### src/rtl/rft_pkg.sv
package rft_pkg;
  typedef enum logic [2:0] {
    PATH_USER   = 3'd0,
    PATH_TRAPON = 3'd1,
    PATH_NORM   = 3'd2,
    PATH_DBG    = 3'd3,
    PATH_SKIP   = 3'd4
  } rft_path_e;
endpackage

### src/rtl/rft_decide.sv
module rft_decide
  import rft_pkg::*;
(
  input  logic      sup,
  input  logic      et,
  input  logic      dmode,
  input  logic      dbit,
  output rft_path_e path
);
  // fixed priority: privilege, then trap state, then normal, then debug
  always_comb begin
    if (!sup)                path = PATH_USER;
    else if (et)             path = PATH_TRAPON;
    else if (!dmode && !dbit) path = PATH_NORM;
    else if (dmode && dbit)  path = PATH_DBG;
    else                     path = PATH_SKIP;
  end
endmodule

### src/rtl/rft_pcsel.sv
module rft_pcsel
  import rft_pkg::*;
#(
  parameter int ADDR_W     = 32,
  parameter int STEP_BYTES = 4
) (
  input  rft_path_e         path,
  input  logic [ADDR_W-1:0] pc,
  input  logic [ADDR_W-1:0] ret_norm,
  input  logic [ADDR_W-1:0] ret_dbg,
  output logic [ADDR_W-1:0] pc_out
);
  localparam int ALIGN_W = $clog2(STEP_BYTES);
  localparam logic [ADDR_W-1:0] STEP = ADDR_W'(STEP_BYTES);
  localparam logic [ADDR_W-1:0] MASK = {{(ADDR_W-ALIGN_W){1'b1}}, {ALIGN_W{1'b0}}};

  logic [ADDR_W-1:0] seq_pc;
  assign seq_pc = pc + STEP;  // wraps modulo 2^ADDR_W

  always_comb begin
    unique case (path)
      PATH_NORM: pc_out = ret_norm & MASK;
      PATH_DBG:  pc_out = ret_dbg & MASK;
      default:   pc_out = seq_pc;
    endcase
  end
endmodule

### src/rtl/rft_unit.sv
module rft_unit
  import rft_pkg::*;
#(
  parameter int ADDR_W     = 32,
  parameter int STEP_BYTES = 4
) (
  input  logic              clk,
  input  logic              rst,
  input  logic              ret_vld,
  input  logic [ADDR_W-1:0] cur_pc,
  input  logic              dbg_bit,
  input  logic              cur_s,
  input  logic              cur_ps,
  input  logic              cur_et,
  input  logic              in_dbg,
  input  logic [ADDR_W-1:0] saved_pc,
  input  logic [ADDR_W-1:0] saved_dbg_pc,
  input  logic              saved_dbg_et,
  input  logic              saved_dbg_s,
  output logic              done,
  output logic [ADDR_W-1:0] next_pc,
  output logic              st_we,
  output logic              new_s,
  output logic              new_et,
  output logic              dbg_clr,
  output logic              illegal,
  output logic              halt
);
  localparam logic [ADDR_W-1:0] STEP = ADDR_W'(STEP_BYTES);

  rft_path_e         path;
  logic [ADDR_W-1:0] pc_sel;

  rft_decide u_decide (
    .sup   (cur_s),
    .et    (cur_et),
    .dmode (in_dbg),
    .dbit  (dbg_bit),
    .path  (path)
  );

  rft_pcsel #(.ADDR_W(ADDR_W), .STEP_BYTES(STEP_BYTES)) u_pcsel (
    .path     (path),
    .pc       (cur_pc),
    .ret_norm (saved_pc),
    .ret_dbg  (saved_dbg_pc),
    .pc_out   (pc_sel)
  );

  always_ff @(posedge clk) begin
    if (rst) begin
      done    <= 1'b0;
      next_pc <= '0;
      st_we   <= 1'b0;
      new_s   <= 1'b0;
      new_et  <= 1'b0;
      dbg_clr <= 1'b0;
      illegal <= 1'b0;
      halt    <= 1'b0;
    end else begin
      done    <= ret_vld;
      st_we   <= ret_vld && (path == PATH_NORM || path == PATH_DBG);
      dbg_clr <= ret_vld && (path == PATH_DBG);
      illegal <= ret_vld && (path == PATH_TRAPON);
      halt    <= ret_vld && ((path == PATH_TRAPON) || (path == PATH_USER && !cur_et));
      if (ret_vld) begin
        next_pc <= pc_sel;
        new_s   <= (path == PATH_DBG) ? saved_dbg_s : cur_ps;
        new_et  <= (path == PATH_DBG) ? saved_dbg_et : 1'b1;
      end
    end
  end


  idle_quiet_chk: assert property (@(posedge clk) disable iff (rst)
    !ret_vld |=> (!done && !st_we && !dbg_clr && !illegal && !halt));

  user_no_write_chk: assert property (@(posedge clk) disable iff (rst)
    (ret_vld && !cur_s) |=> (!st_we && !illegal && !dbg_clr));

  trapon_fault_chk: assert property (@(posedge clk) disable iff (rst)
    (ret_vld && cur_s && cur_et) |=> (illegal && halt && !st_we));

  dbg_clr_with_write_chk: assert property (@(posedge clk) disable iff (rst)
    dbg_clr |-> (st_we && done));

  strobe_one_cycle_chk: assert property (@(posedge clk) disable iff (rst)
    (ret_vld && !$past(ret_vld)) |=> (done && $past(!done)));

  seq_pc_wrap_chk: assert property (@(posedge clk) disable iff (rst)
    (done && !st_we) |-> (next_pc == $past(cur_pc) + STEP));

  ret_aligned_chk: assert property (@(posedge clk) disable iff (rst)
    st_we |-> (next_pc[1:0] == 2'b00));
endmodule

### config.mk
export PLATFORM = sky130hd
export DESIGN_NAME = rft_unit
export DESIGN_NICKNAME = d
export VERILOG_FILES = /design/src/rtl/rft_pkg.sv /design/src/rtl/rft_decide.sv /design/src/rtl/rft_pcsel.sv /design/src/rtl/rft_unit.sv
export SDC_FILE = /design/constraint.sdc
export NUM_CORES = 1
export LEC_CHECK = 0
export BUFFER_PORTS_ARGS = -buffer_cell sky130_fd_sc_hd__buf_2
export CAP_MARGIN = 20
export CORE_MARGIN = 10
export CORE_UTILIZATION = 45
export CTS_CLUSTER_DIAMETER = 120
export DETAILED_ROUTE_END_ITERATION = 16
export GPL_ROUTABILITY_DRIVEN = 0
export HOLD_SLACK_MARGIN = 0.06
export PLACE_DENSITY = 0.92
export SETUP_SLACK_MARGIN = 0.05
export SYNTH_ARGS = -nofsm -noshare
export SYNTH_HDL_FRONTEND = slang
export SYNTH_SLANG_ARGS = --single-unit
### constraint.sdc
create_clock -name clk -period 2.2 [get_ports clk]
set_input_delay 0.44 -clock clk [delete_from_list [all_inputs] [get_ports clk]]
set_output_delay 0.44 -clock clk [all_outputs]
set_load 0.01 [all_outputs]
==> metrics.md, run 1 <==
| Metric | Value |
|---|---|
| Outcome | `finished clean` |
| Reg clk slew, reported paths | `0.08 ns` |
| Starting Density | `0.467` |
| CTS buffer count | `5` |
| Ys Warns | `0` |
| RSZ-0062 raised after global routing | `false` |
| Area grow syn2layout | `33.1%` |
| Maximum clock rate | `555 MHz` |
| Crit path kind | `input port to flop` |
| Seq pwr share | `0.399` |
| Top FF cell, synth | `dfxtp_1` |
| Layout cells sized above 1 | `0.391` |
| Layout Cells excl Fill | `519` |
| GR met2 Demand/Resource | `0.337` |
| CP endpoint kind | `flop` |
| Pre-CTS setup slack | `0.0848 ns` |
| Met1 Usage GRT | `0.215` |
| Hold Crit Start | `cur_pc[1]` |
| Worst Setup EP | `next_pc[30]$_SDFFE_PP0P_` |
| # IOs | `145` |
| Final ANT Viol Nets | `0` |
| # placed instances | `511` |
| Critical path launch point type | `input port` |
| Fin worst setup slack | `0.400 ns` |
| Vias after detailed routing | `2955` |
| Cells after synthesis | `313` |
| Slew headroom | `0.379` |
| Root Buffer | `clkbuf_8` |
| Vias in the first global route | `2885` |
| Largest net degree at the start of global routing | `41` |
| Reg-to-reg endpoint | `next_pc[29]$_SDFFE_PP0P_` |
| Global route hottest layer | `met2` |
| Arrival time at the worst endpoint | `2.03 ns` |
| Leakage | `0.00151 uW` |
| R2r setup slk | `1.39 ns` |
| Max-Cap Viols | `0` |
| Syn Area/Cell | `8.32 um^2` |
| Synth top area cells | `dfxtp_1 30%, mux2i_1 8.8%, xor2_1 6.1%, nand3_1 4.8%, a211oi_1 4.6%` |
| Worst VDD drop | `0.338 mV` |
| Vias per Instance | `5.69` |
| Remaining Overflow, GRT | `0` |
| Post-synth net total | `422` |
| Area share of the largest cell type after synthesis | `0.300` |
| Grt met3 use | `0.0444` |
| FF+latch count, synth | `39` |
| Post-route DRC | `0` |
| Post-CTS setup buffer count | `0` |
| Final hold vios | `0` |
| CP Launch Point | `dbg_bit` |
| Post-synth EDFFs | `0` |
| Reg2Reg Depth | `4` |
| PostCTS Resize Cnt | `0` |
| Core Area | `5570 um^2` |
| Hold/Removal Path Class | `input port to flop` |
| Initial antenna violation count | `0` |
| Most frequent cells in the layout | `140 x buf_2, 39 x dfxtp_1, 31 x nand2_1` |
| Critical Path RT | `2.43 ns` |
| DRT iter0 DRCs | `138` |
| Sw frac | `0.280` |
| Skew final | `0 ns` |
| Clock Tree Buf Depth | `2` |
| Hpwl dp | `7.35 mm` |
| WL final | `9.33 mm` |
| Sw Pwr | `547 uW` |
| Synth Cell Area | `2600 um^2` |
| Asr flop ratio synth | `0` |
| Final Setup Violations | `0` |
| Clk_lat worst skew | `0.29 ns` |
| Hold_ws | `0.410 ns` |
| Post-synth cell types | `47` |
| Final core utilization | `0.622` |
| Input/output buffers | `140` |
| Row count | `27` |
| Hold depth | `3` |
| Slew Viols, Final | `0` |
| DIE HEIGHT | `96.1 um` |
| CTS sink cnt | `39` |
| Wirelength per Cell | `18.0 um` |
| All-layer global routing usage | `0.191` |
| Nets | `555` |
| Pwr dens | `563 nW/um^2` |
| DRT Pass-1 Iters | `4` |
| Most common cell after layout, fill and taps aside | `buf_2` |
| Total die area | `9230 um^2` |
| Worst-Margin Slew | `0.928 ns` |
| TNS Setup | `0 ns` |
| Die width | `96.1 um` |
| # diodes | `0` |
| Area leader, netlist | `dfxtp_1` |
| R2R Path Start | `next_pc[29]$_SDFFE_PP0P_` |
| CTS HTree Levels | `2` |
| Combinational share of power | `0.231` |
| Fin crit share | `0.818` |
| Internal power | `1400 uW` |
| CTS tree | `yes` |
| Crit Path Max Fanout | `13` |
| Clock share of power | `0.370` |
| Sequential fraction of the synthesis area | `0.300` |
| Hold buffers post-CTS | `0` |
| First-pass GRT wire length | `14.2 mm` |
| Final Critical Period | `1.80 ns` |
cell usage after synthesis, drive strengths merged, types with 2 or more instances:
master   number
clkinv        2
buf          11
o211ai        2
a21oi        13
nor4          4
o2111ai       3
nand4        12
dfxtp        39
o21ai        19
nand2        31
nand2b        3
nand3        27
mux2i        23
ha            3
inv           4
a311oi        3
nor2b         5
and3          2
a31oi         8
nor3         10
a31o          4
xor2         18
or3           2
xnor2         5
a211oi       19
and4          2
nor2         22
clkbuf        9
worst min-delay path by stage:
stage	endpoint	slack (ns)
3_3_place_gp	next_pc[18]$_SDFFE_PP0P_	0.43
6_report	next_pc[1]$_SDFFE_PP0P_	0.41
2_1_floorplan	next_pc[18]$_SDFFE_PP0P_	0.47
4_1_cts	next_pc[1]$_SDFFE_PP0P_	0.41
3_5_place_dp	next_pc[18]$_SDFFE_PP0P_	0.43
5_1_grt	next_pc[1]$_SDFFE_PP0P_	0.41
logic make-up (layout without fill, tap and decap cells):
kind of cell             count (synthesis)  in the layout  share of synthesized area
AND/OR/NAND/NOR                        124            124                      0.269
AO/OA/AOI/OAI                           74             74                      0.190
flip-flops                              39             39                      0.300
multiplexers                            23             23                     0.0884
XOR/XNOR                                23             23                     0.0773
adder cells (fa/ha/maj)                  3              3                     0.0144
buffers and inverters                   27            161                     0.0615
sequential cells by signal, summed over array words and instances (netlist names):
name and flops:
dbg_clr 1, done 1, halt 1, illegal 1, new_et 1, new_s 1, next_pc 32, st_we 1
through the flow:
step | area (um^2) | power, uW
after floorplan | 2610 | 1030
final | 3470 | 1950
after global routing | 3470 | 2030
after global placement | 3330 | 1220
after CTS | 3470 | 1950
after detailed placement | 3330 | 1240
power by group through the flow:
stage               combinational, uW  sequential (uW)  clock (uW)
floorplan                         209              816           0
global route                      493              782         753
finish                            450              778         722
global placement                  433              790           0
CTS                               450              777         723
detailed placement                447              793           0
per-layer routing:
metal | wire length (um) | part of all wire | vias to the layer above
met5 | 0 | 0 | -
met4 | 245 | 0.026 | 0
met3 | 880 | 0.094 | 23
met2 | 4830 | 0.52 | 135
met1 | 3370 | 0.36 | 1378
li1 | - | - | 1419
critical path, cell delays in order:
cell     delay, ns
buf_2         0.10
ha_2          0.28
or3b_1        0.54
buf_4         0.27
nor3_1        0.22
a31oi_1       0.08
o21ai_0       0.10
cell type report:
| type | instances | area (um^2) |
|---|---|---|
| fill | 485 | 2110 |
| sequential | 39 | 781 |
| tap | 72 | 90.1 |
| multi-input combinational | 247 | 1670 |
| clock inverter | 3 | 67.6 |
| timing repair buffer | 147 | 766 |
| inverter | 6 | 22.5 |
| clock buffer | 5 | 68.8 |
(Power assumes the default switching activity.)
==> run 2: changes to the inputs <==
- ABC_AREA: not set -> 1
- CORE_UTILIZATION: 45 -> 46
- clock period: 2.2 -> 1.8 ns (I/O delays scaled with it)
==> run 2 against run 1 <==
Compared with the run above:
- sequential cell count unchanged
- wire length is 6.1% higher
- via count grew 17%
- sequential power rose by 22%
- worst hold slack got worse by 0.14 ns
- power increased by 11%
- highest routed layer unchanged
- clock skew unchanged
- critical path depth is 3 higher
- clock power fell by 10%
- synthesized cell count increased by 43%
==> metrics.md, run 2 <==
| Metric | Value |
|---|---|
| Area grow syn2layout | `31.9%` |
| Layout Cells excl Fill | `664` |
| Vias after detailed routing | `3450` |
| Reg area | `781 um^2` |
| Crit Path Max Fanout | `16` |
| Compound-gate portion of the synthesized area | `0.194` |
| Arrival time at the worst endpoint | `1.70 ns` |
| First-pass GRT wire length | `16.5 mm` |
| Synth Area in Adders | `0.0135` |
| Cells after synthesis | `448` |
| Ys Warns | `0` |
| Final core utilization | `0.623` |
| Post-synth cell types | `31` |
| Slew Viols, Final | `0` |
| Hpwl dp | `8.14 mm` |
| Multi-input combinational cell area | `1800 um^2` |
| # diodes | `0` |
| Final Setup Violations | `0` |
| Wirelength per Cell | `14.9 um` |
| Skew final | `0 ns` |
| FF+latch count, synth | `39` |
| Most frequent cells in the layout | `163 x nand2_1, 140 x buf_2, 43 x a21oi_1` |
| Asr flop ratio synth | `0` |
| Vias per Instance | `5.20` |
| CTS HTree Levels | `2` |
| Fill count | `575` |
| Final Critical Period | `1.47 ns` |
| Largest family of logic cells by synthesized area | `simple AND/OR/NAND/NOR gates` |
| Mux cell area share after synthesis | `0` |
| Hold/Removal Path Class | `input port to flop` |
| RSZ-0062 raised after global routing | `false` |
| Area share of the largest cell type after synthesis | `0.281` |
| Critical path launch point type | `input port` |
| TNS Setup | `0 ns` |
| Fin worst setup slack | `0.328 ns` |
| Number of flip-flops in the largest register | `32` |
| Layout cells sized above 1 | `0.338` |
| Largest net degree at the start of global routing | `44` |
| Root Buffer | `clkbuf_8` |
| Vias in the first global route | `3580` |
| Clock Tree Buf Depth | `2` |
| Top reg by flops | `next_pc` |
| Input/output buffers | `140` |
| Critical Path RT | `2.03 ns` |
| # placed instances | `656` |
| CTS buffer count | `5` |
| Sequential fraction of the synthesis area | `0.281` |
| CTS tree | `yes` |
| Final hold vios | `0` |
| Row count | `28` |
| Post-CTS setup buffer count | `0` |
| Outcome | `finished clean` |
| DRT Pass-1 Iters | `4` |
| Fin crit share | `0.818` |
| Total chip power | `2160 uW` |
| All-layer global routing usage | `0.204` |
| Die width | `97.7 um` |
| Worst VDD drop | `0.588 mV` |
| Pre-CTS setup slack | `0.0168 ns` |
| Top FF cell, synth | `dfxtp_1` |
| Hold buffers post-CTS | `0` |
| Nets | `697` |
| Initial antenna violation count | `0` |
| Synth top area cells | `dfxtp_1 28%, nand2_1 22%, a21oi_1 7.7%, o21ai_0 5.9%, nor2_1 5.8%` |
| DIE HEIGHT | `97.7 um` |
| Starting Density | `0.472` |
| Post-synth EDFFs | `0` |
| Max-Cap Viols | `0` |
| Leakage | `0.00197 uW` |
| # IOs | `145` |
| Total die area | `9550 um^2` |
| Area leader, netlist | `dfxtp_1` |
| Top cells by count, synth | `163 x nand2_1, 43 x a21oi_1, 43 x nor2_1, 39 x dfxtp_1, 33 x o21ai_0` |
| Final ANT Viol Nets | `0` |
| Reg clk slew, reported paths | `0.09 ns` |
| Synth Cell Area | `2780 um^2` |
| Synth Area in Simple Gates | `0.422` |
| Pwr dens | `588 nW/um^2` |
| Post-route DRC | `0` |
| Core Area | `5890 um^2` |
| CP endpoint kind | `flop` |
| WL final | `9.90 mm` |
| Worst-Margin Slew | `0.385 ns` |
| Most common cell after layout, fill and taps aside | `nand2_1` |
| Dominant cell by count in the synthesized netlist | `nand2_1` |
| Xor/xnor cell area share of the yosys netlist | `0.0158` |
| Clk_lat worst skew | `0.30 ns` |
| Syn Area/Cell | `6.21 um^2` |
| DRT iter0 DRCs | `157` |
| Crit path kind | `input port to flop` |
| PostCTS Resize Cnt | `0` |
| Slew headroom | `0.743` |
| CTS sink cnt | `39` |
| Maximum clock rate | `680 MHz` |
| Remaining Overflow, GRT | `0` |
| Post-synth net total | `557` |
run 2: cell count changes in the layout (fill, tap and decap cells not counted), moves of 14 or more:
cell      before  now
a211oi_1      16    0
a21oi_1       13   43
mux2i_1       23    0
nor2_1        20   42
nand2_1       31  163
o21ai_0       19   33
xor2_1        18    3
inv_1          4   27
run 2: where the power goes:
group	switching [uW]	leakage, uW	total [uW]	internal [uW]
clock network	372	0.0000408	650	278
registers	27.0	0.000323	950	923
logic	323	0.00160	557	234
total	722	0.00197	2160	1440
run 2: worst paths after layout:
check | startpoint | end | slack, ns | depth (start not counted)
min reg2reg | next_pc[3]$_SDFFE_PP0P_ | next_pc[3]$_SDFFE_PP0P_ | 0.47 | 2
max reg2reg | next_pc[21]$_SDFFE_PP0P_ | next_pc[21]$_SDFFE_PP0P_ | 1.10 | 2
min | rst | next_pc[3]$_SDFFE_PP0P_ | 0.27 | 2
max | dbg_bit | next_pc[27]$_SDFFE_PP0P_ | 0.33 | 10
run 2: worst max-delay path, cell delays in order:
cell and delay [ns]:
buf_2 0.10, ha_1 0.28, nor2_1 0.09, nand2_1 0.14, nor2_2 0.13, buf_4 0.23
nand2_1 0.07, nand2_1 0.06, a21oi_1 0.06, a21oi_1 0.18
run 2: cells by family after synthesis:
kind of cell | count (synthesis)
adders and majority gates | 3
and+or+nand+nor | 256
AOI/OAI and AO/OA | 96
xor gates and xnor gates | 5
DFF | 39
buffers and inverters | 49
run 2: metrics by stage:
stage	cell area, um^2	hold WS, ns
after floorplan	2780	0.429
after global placement	3570	0.452
after detailed placement	3570	0.454
after CTS	3670	0.269
after global routing	3670	0.267
final	3670	0.273
run 2: layer usage:
metal  GRT usage  up-vias  part of all wire  wire length, um
met4      0.0761        0             0.028              277
li1            -     1722                 -                -
met3      0.0662       24             0.090              894
met1       0.214     1537              0.39             3810
met5           0        -                 0                0
met2       0.370      167              0.50             4910
run 2: cell type report:
type | count | share of cell area
clock inverter | 3 | 0.00648
inverter | 30 | 0.0307
timing repair buffer | 152 | 0.216
sequential | 39 | 0.213
multi-input combinational | 360 | 0.490
tap | 75 | 0.0256
clock buffer | 5 | 0.0188
==> run 3: changes to the inputs <==
- CORE_UTILIZATION: 46 -> 41
- PLACE_DENSITY: 0.92 -> 0.88
- clock period: 1.8 -> 1.3 ns (I/O delays scaled with it)
==> run 3 against run 2 <==
Compared with the run above:
- cell count up 4.5%
- global-route usage fell by 0.84 points
- clock power is 20% higher
- register-to-register slack got worse by 0.51 ns
- sequential cell count did not move
- clock-buffer cell count is 2 higher
- critical endpoint is now next_pc[8]$_SDFFE_PP0P_
- highest routed layer unchanged
==> metrics.md, run 3 (synthesis gave the netlist of run 2 again) <==
| Metric | Value |
|---|---|
| Vias per Instance | `5.19` |
| Area grow syn2layout | `45.0%` |
| Maximum clock rate | `802 MHz` |
| Design area | `4030 um^2` |
| CTS HTree Levels | `2` |
| Max-Cap Viols | `0` |
| WL final | `10.8 mm` |
| Final Critical Period | `1.25 ns` |
| Hpwl dp | `8.83 mm` |
| CTS tree | `yes` |
| RSZ-0062 raised after global routing | `true` |
| Core Area | `6460 um^2` |
| Largest net degree at the start of global routing | `42` |
| Seq pwr share | `0.439` |
| TNS Setup | `0 ns` |
| CTS buffer count | `5` |
| Internal power | `2050 uW` |
| # IOs | `145` |
| Worst-Margin Slew | `0.258 ns` |
| Vias in the first global route | `3652` |
| Leakage | `0.00215 uW` |
| Skew final | `0 ns` |
| Input/output buffers | `140` |
| Starting Density | `0.430` |
| Worst path cell trace | `buf_6, ha_4, nor2_4, nand2_4, nor2_4, buf_6, buf_6, nand2_4, nand2_2, a21oi_2, a21oi_1` |
| Crit Path Max Fanout | `5` |
| DIE HEIGHT | `102 um` |
| Sw Pwr | `941 uW` |
| CP endpoint kind | `flop` |
| Most frequent cells in the layout | `156 x nand2_1, 138 x buf_2, 39 x nor2_1, 39 x dfxtp_1, 38 x a21oi_1` |
| Remaining Overflow, GRT | `0` |
| Worst path slowest cell | `ha_4` |
| Nets | `725` |
| CTS sink cnt | `39` |
| Sw frac | `0.314` |
| Number of flip-flops in the largest register | `32` |
| Root Buffer | `clkbuf_8` |
| Post-route DRC | `0` |
| Worst VDD drop | `0.528 mV` |
| Clk_lat worst skew | `0.28 ns` |
| Die width | `102 um` |
| Most common cell after layout, fill and taps aside | `nand2_1` |
| Total die area | `10500 um^2` |
| Critical Path RT | `1.52 ns` |
| Placed inst area | `3830 um^2` |
| Arrival time at the worst endpoint | `1.46 ns` |
| Clock share of power | `0.260` |
| Combinational share of power | `0.301` |
| # diodes | `0` |
| Crit path kind | `input port to flop` |
| Initial antenna violation count | `0` |
| Fin crit share | `0.960` |
| Hold/Removal Path Class | `input port to flop` |
| Final Setup Violations | `0` |
| Final ANT Viol Nets | `0` |
| Layout cells sized above 1 | `0.395` |
| Slew headroom | `0.826` |
| Row count | `29` |
| Most frequent CP cell | `buf_6` |
| DRT iter0 DRCs | `195` |
| Clock Tree Buf Depth | `2` |
| Critical path launch point type | `input port` |
| Final hold vios | `0` |
| First-pass GRT wire length | `16.6 mm` |
| All-layer global routing usage | `0.196` |
| Pwr dens | `743 nW/um^2` |
| Reg clk slew, reported paths | `0.08 ns` |
| Top reg by flops | `next_pc` |
| DRT Pass-1 Iters | `5` |
| Wirelength per Cell | `15.6 um` |
| Vias after detailed routing | `3601` |
| Slew Viols, Final | `0` |
| Critical Path Max Stage Delay | `0.24 ns` |
| Outcome | `finished clean` |
run 3: cell count changes in the layout (fill, tap and decap cells not counted), sizes merged:
| cell | change |
|---|---|
| buf | +28 |
| clkbuf | +2 |
| clkinvlp | -2 |
| clkinv | +1 |
| inv | -1 |
run 3: worst max-delay path: cells and delay by family:
kind            cells  cell delay (ns)
simple gates        5             0.46
buf+inv             3             0.35
fa+ha+maj           1             0.24
compound gates      2             0.17
run 3: layout make-up:
class	count	area, um^2
clock buffer	7	76.3
clock inverter	1	5.00
fill	608	2430
inverter	30	113
multi-input combinational	360	1900
sequential	39	781
tap	77	96.3
timing repair buffer	180	1060
run 3: metrics by stage:
stage	util	setup WS (ns)	power [uW]	instances	hold WS, ns
floorplan	-	0.00461	1760	448	0.329
global placement	0.594	-0.247	2170	682	0.451
detailed placement	0.594	-0.324	2200	682	0.470
CTS	0.619	0.0361	3010	695	0.188
global route	0.624	-0.0319	3160	694	0.207
finish	0.624	0.0526	3000	694	0.206
run 3: worst paths after layout:
path         slack, ns                startpoint                        to  depth (start not counted)
max               0.05                    in_dbg   next_pc[8]$_SDFFE_PP0P_                         11
min               0.21                       rst   next_pc[3]$_SDFFE_PP0P_                          2
max reg2reg       0.59  next_pc[19]$_SDFFE_PP0P_  next_pc[19]$_SDFFE_PP0P_                          2
min reg2reg       0.49        new_s$_SDFFE_PP0P_        new_s$_SDFFE_PP0P_                          2
run 3: layer usage:
| metal | wire (um) | up-vias | GRT usage |
|---|---|---|---|
| li1 | - | 1777 | - |
| met1 | 4290 | 1616 | 0.214 |
| met2 | 5200 | 177 | 0.349 |
| met3 | 968 | 31 | 0.0547 |
| met4 | 355 | 0 | 0.0792 |
| met5 | 0 | - | 0 |
run 3: timing repair:
| item | CTS | global route |
|---|---|---|
| buffers inserted | 4 | 2 |
| hold buffers | 0 | 0 |
| resized for setup | 7 | 20 |
| setup endpoints to repair | 17 | 28 |
| pin swaps | 10 | 13 |
| cloned | 1 | 0 |
run 3: power groups by stage:
stage / logic (uW) / clock network (uW) / registers (uW)
floorplan: 375 / 0 / 1380
detailed placement: 857 / 0 / 1340
global placement: 833 / 0 / 1340
finish: 901 / 779 / 1320
global route: 994 / 841 / 1330
CTS: 890 / 803 / 1310
